===== src/rtl/rtg_pkg.sv =====
package rtg_pkg;

  // Per-step strobes issued by the control to the datapath
  typedef struct packed {
    logic sample;    // take the switch byte as the new previous sample
    logic applyChg;  // flip LEDs under changed switches, clear accumulator high half
    logic addStep;   // add increment into the delay accumulator
    logic rotate;    // rotate display left by one
  } rtgStrobes_t;

endpackage


===== src/rtl/rtg_datapath.sv =====
module rtg_datapath
  import rtg_pkg::*;
#(
  parameter int DISP_W = 8,
  parameter int ACC_W  = 16,
  parameter logic [DISP_W-1:0] DISP_INIT = {{(DISP_W-1){1'b0}}, 1'b1}
) (
  input  logic              clk,
  input  logic              rstN,
  input  logic [DISP_W-1:0] sw,
  input  rtgStrobes_t       strb,
  output logic              chgAny,
  output logic              carryOut,
  output logic [DISP_W-1:0] disp
);

  localparam int HALF  = ACC_W / 2;
  localparam int PAD_W = ACC_W - DISP_W;

  logic [DISP_W-1:0] prevSw;
  logic [DISP_W-1:0] dispQ;
  logic [DISP_W-1:0] chgMask;
  logic [DISP_W-1:0] rotated;
  logic [ACC_W-1:0]  accQ;
  logic [ACC_W-1:0]  incrQ;
  logic [ACC_W:0]    sum;

  assign chgMask  = prevSw ^ sw;
  assign chgAny   = |chgMask;
  assign sum      = {1'b0, accQ} + {1'b0, incrQ};
  assign carryOut = sum[ACC_W];
  assign disp     = dispQ;

  // Left rotation: the top bit wraps into bit 0
  assign rotated[0] = dispQ[DISP_W-1];
  for (genvar i = 1; i < DISP_W; i++) begin : gRot
    assign rotated[i] = dispQ[i-1];
  end

  // Rate increment, captured only under reset
  always_ff @(posedge clk) begin
    if (!rstN) incrQ <= {{PAD_W{1'b0}}, sw};
  end

  // Previous switch sample, frozen while sampling is off
  always_ff @(posedge clk) begin
    if (!rstN)            prevSw <= sw;
    else if (strb.sample) prevSw <= sw;
  end

  // Delay accumulator
  always_ff @(posedge clk) begin
    if (!rstN) begin
      accQ <= '0;
    end else if (strb.applyChg) begin
      accQ[ACC_W-1:HALF] <= '0;
    end else if (strb.addStep) begin
      accQ <= sum[ACC_W-1:0];
    end
  end

  // Display register
  always_ff @(posedge clk) begin
    if (!rstN) begin
      dispQ <= DISP_INIT;
    end else if (strb.applyChg) begin
      dispQ <= dispQ ^ chgMask;
    end else if (strb.rotate) begin
      dispQ <= rotated;
    end
  end

endmodule


===== src/rtl/rtg_ctrl.sv =====
module rtg_ctrl
  import rtg_pkg::*;
(
  input  logic        clk,
  input  logic        rstN,
  input  logic        stepEn,
  input  logic        chgAny,
  input  logic        carryOut,
  output rtgStrobes_t strb
);

  logic lockQ;

  always_comb begin
    strb.sample   = stepEn && !lockQ;
    strb.applyChg = strb.sample && chgAny;
    strb.addStep  = stepEn && !strb.applyChg;
    strb.rotate   = strb.addStep && carryOut;
  end

  always_ff @(posedge clk) begin
    if (!rstN)              lockQ <= 1'b0;
    else if (strb.applyChg) lockQ <= 1'b1;
    else if (strb.rotate)   lockQ <= 1'b0;
  end

endmodule


===== src/rtl/rot_toggle_game.sv =====
module rot_toggle_game
  import rtg_pkg::*;
#(
  parameter int DISP_W = 8,
  parameter int ACC_W  = 16
) (
  input  logic              clk,
  input  logic              rstN,
  input  logic              stepEn,
  input  logic [DISP_W-1:0] sw,
  output logic [DISP_W-1:0] leds
);

  rtgStrobes_t strb;
  logic        chgAny;
  logic        carryOut;

  rtg_ctrl u_ctl (
    .clk      (clk),
    .rstN     (rstN),
    .stepEn   (stepEn),
    .chgAny   (chgAny),
    .carryOut (carryOut),
    .strb     (strb)
  );

  rtg_datapath #(
    .DISP_W (DISP_W),
    .ACC_W  (ACC_W)
  ) u_dp (
    .clk      (clk),
    .rstN     (rstN),
    .sw       (sw),
    .strb     (strb),
    .chgAny   (chgAny),
    .carryOut (carryOut),
    .disp     (leds)
  );

endmodule


===== config.mk =====
export PLATFORM = sky130hd
export DESIGN_NAME = rot_toggle_game
export DESIGN_NICKNAME = d
export VERILOG_FILES = /design/src/rtl/rtg_pkg.sv /design/src/rtl/rtg_datapath.sv /design/src/rtl/rtg_ctrl.sv /design/src/rtl/rot_toggle_game.sv
export SDC_FILE = /design/constraint.sdc
export NUM_CORES = 1
export LEC_CHECK = 0
export BUFFER_PORTS_ARGS = -buffer_cell sky130_fd_sc_hd__buf_2
export CAP_MARGIN = 20
export CORE_UTILIZATION = 45
export CTS_BUF_LIST = sky130_fd_sc_hd__clkbuf_4 sky130_fd_sc_hd__clkbuf_8 sky130_fd_sc_hd__clkbuf_16
export DETAILED_ROUTE_END_ITERATION = 6
export PLACE_DENSITY_LB_ADDON = 0.05
export RECOVER_POWER = 25
export SYNTH_ARGS = -nofsm -noshare
export SYNTH_HDL_FRONTEND = slang
export SYNTH_SLANG_ARGS = --single-unit

===== constraint.sdc =====
create_clock -name clk -period 3.9 [get_ports clk]
set_input_delay 1.17 -clock clk [delete_from_list [all_inputs] [get_ports clk]]
set_output_delay 1.17 -clock clk [all_outputs]
set_load 0.1 [all_outputs]

==> reports/metrics.cfg <==
[setup_path]
path_class = input pin to register
crit_arrival_ns = 2.89
path_max_fanout = 15
critPathRequiredTime_ns = 4.10
r2r_slack_ns = 1.68
cp_slowest_cell = or4_1
cp-end-kind = register
cpPeakStageDelay_ns = 0.46
reg2reg_to = u_dp.disp[4]
worst_r2r_path_depth = 7
cp-start-kind = input pin
regToRegStartpoint = u_dp.incrQ[0]
crit_chain = clkbuf_1, xnor2_1, and4_2, a21oi_2, or4_1, a211oi_1
cp_top_family = simple AND/OR/NAND/NOR gates
path_buf_inv = 1

[routing]
first_pass_iters = 4
drc = 0
drtIter0Drc = 115
finalWirelength_mm = 4.917
via_per_inst = 6.188
routedWlPerCell_um = 17.44
vias = 1745
ant_nets = 0

[pwr]
cellPowerDensity_nw_per_um2 = 449.0
p_total_mw = 1.052
ir_worst_vdd_v = 0.0003352
p_leak_nw = 0.8435

[clock_tree]
cts_num_sinks = 41
root_buffer = clkbuf_8
post_cts_buffers = 0
h-tree-depth = 2
cts-resized-gates = 0
clock_latency_ns = 0.30
clk_pin_slew_worst_paths_ns = 0.09
cts_buffer_depth = 2
cts_hold_buf = 0
cts_tree = yes
cts_buffers = 5

[logic_synthesis]
synthesis.nets = 235
ys_ff_latch = 41
yosysUniqueCellTypes = 40
synth_top_area_share_pct = 23.49
synthCells = 215
syn_area_um2 = 2131
yosys_warnings = 0
synth-seq-area-share_pct = 46.04
avgSynthCellArea_um2 = 9.911
yosysTopAreaCell = dfxtp_1
synth_area_leaders = dfxtp_1, edfxtp_1, nand3_1, ha_1, a31oi_1

[finish]
area_growth_pct = 9.982
utilization_pct = 52.73
num_antenna_cells = 0
drive_above_1_share_pct = 11.74
multi_input_area_um2 = 1087
filler_cell_count = 413
layout_commonest_cell = nand3_1
seq_area_um2 = 980.9
finalInstanceArea_um2 = 2344
final_cell_mix = nand3_1, dfxtp_1, edfxtp_1
nNetsFinal = 249

[sta]
clock_skew_ns = 0.006893
timing_hold_violations_final = 0
report.final.slew_viol_count = 0
worstMarginPinSlew_ns = 1.026
slew_headroom_pct = 31.49
final-setup-viol-count = 0
setup_tns_ns = 0
period_share_pct = 68.81
post-route-min-period_ns = 2.684
max_freq_ghz = 0.3726
grt_setup_unrepaired = no
fin_ws_ns = 1.216

[place]
place_area_um2 = 2238
portBuffers = 18
gp_congestion = 0.8790
post-dp-hpwl_mm = 3.382
place_ws_ns = 0.8790

[global_routing]
grt_pass1_wl_mm = 8.418
grt_use_total_pct = 21.50
antenna_found_initial = 0
gr-total-overflow = 0
grt_max_degree = 33
grt_pass1_vias = 1709

[die]
die_y_um = 70.81
die_area_um2 = 5014
die_x_um = 70.81
pin_count = 19
fp-row-count = 24
core_area_um2 = 4444
start_util_pct = 47.94

[worst_hold_path]
hold_depth = 2
min_from = u_dp.accQ[3]
min_path_type = register to register
holdPathEnd = u_dp.accQ[3]

[outcome]
status = finished clean

[job]
cap_viol_max_count = 0

## worst register-to-register path: stages, from the launching register on
cell,delay (ns)
edfxtp_1,0.40
ha_1,0.27
fa_1,0.42
nand3_1,0.16
a21oi_2,0.11
o2111ai_2,0.47
nand3_1,0.13
a31oi_1,0.17
## where the power goes
| part | leakage (nW) | switching, mW | internal, mW | total (mW) |
|---|---|---|---|---|
| Sequential | 0.363 | 0.0201 | 0.473 | 0.493 |
| Clock | 0.0543 | 0.161 | 0.192 | 0.352 |
| Combinational | 0.427 | 0.149 | 0.0571 | 0.206 |
| Total | 0.844 | 0.330 | 0.722 | 1.05 |
## flip-flops by register name, indices dropped and copies added, names as in the netlist
| signal | count |
|---|---|
| u_dp.incrQ | 8 |
| u_dp.prevSw | 8 |
| u_dp.disp | 8 |
| u_ctl.lockQ | 1 |
| u_dp.accQ | 16 |
## through the flow
stage | hold WS [ns] | instances
global route | 0.5131 | 282
finish | 0.4868 | 282
global placement | 0.4624 | 274
floorplan | 0.4510 | 215
CTS | 0.4899 | 282
detailed placement | 0.4778 | 274
## cell usage after synthesis
master / instances
a211oi_1: 2
a21boi_0: 1
a21o_1: 5
a21oi_1: 15
a21oi_2: 3
a311o_1: 1
a311oi_1: 1
a31o_2: 2
a31oi_1: 14
and4_1: 2
and4_2: 1
and4_4: 1
buf_1: 1
buf_2: 5
clkbuf_1: 5
dfxtp_1: 25
edfxtp_1: 16
fa_1: 1
ha_1: 8
inv_1: 4
mux2i_1: 7
nand2_1: 7
nand2b_1: 1
nand3_1: 29
nand4_1: 2
nand4b_1: 2
nor2_1: 1
nor2_2: 1
nor3_1: 11
nor4_1: 4
nor4b_1: 2
o2111a_1: 1
o2111ai_2: 1
o211ai_1: 2
o21ai_0: 9
o31ai_1: 2
or3_1: 7
or4_1: 1
xnor2_1: 10
xor2_1: 2
## metal layers
metal	up-vias	global-route usage (%)	part of all wire [%]
met3	7	4.986	3.5
met2	44	34.94	48
li1	862	-	-
met1	832	27.58	47
met5	-	0	0
met4	0	9.111	1.5
## cell families after synthesis
kind of cell / synth area share [%]
mux: 3.288
fa+ha+maj: 5.637
compound gates: 18.14
xor+xnor: 4.932
buf+inv: 2.936
simple gates: 19.03
flops: 46.04
## area by class of cell
type,count,area share (%)
Sequential cell,41,41.86
Clock buffer,5,2.936
Inverter,4,0.6407
Multi-Input combinational cell,159,46.40
Tap cell,52,2.776
Clock inverter,3,1.975
Timing Repair Buffer,18,3.417
## how the worst max path moves through the flow
stage                     start            end  slack (ns)  depth (start not counted)
after floorplan            rstN  u_dp.incrQ[0]        1.29                          4
after global placement    sw[0]   u_dp.disp[2]        0.98                          6
after detailed placement  sw[3]   u_dp.accQ[8]        0.88                          6
after CTS                 sw[0]   u_dp.accQ[8]        1.20                          6
after global routing      sw[0]   u_dp.disp[2]        1.04                          6
final                     sw[0]   u_dp.accQ[8]        1.22                          6
(Power assumes the default switching activity.)
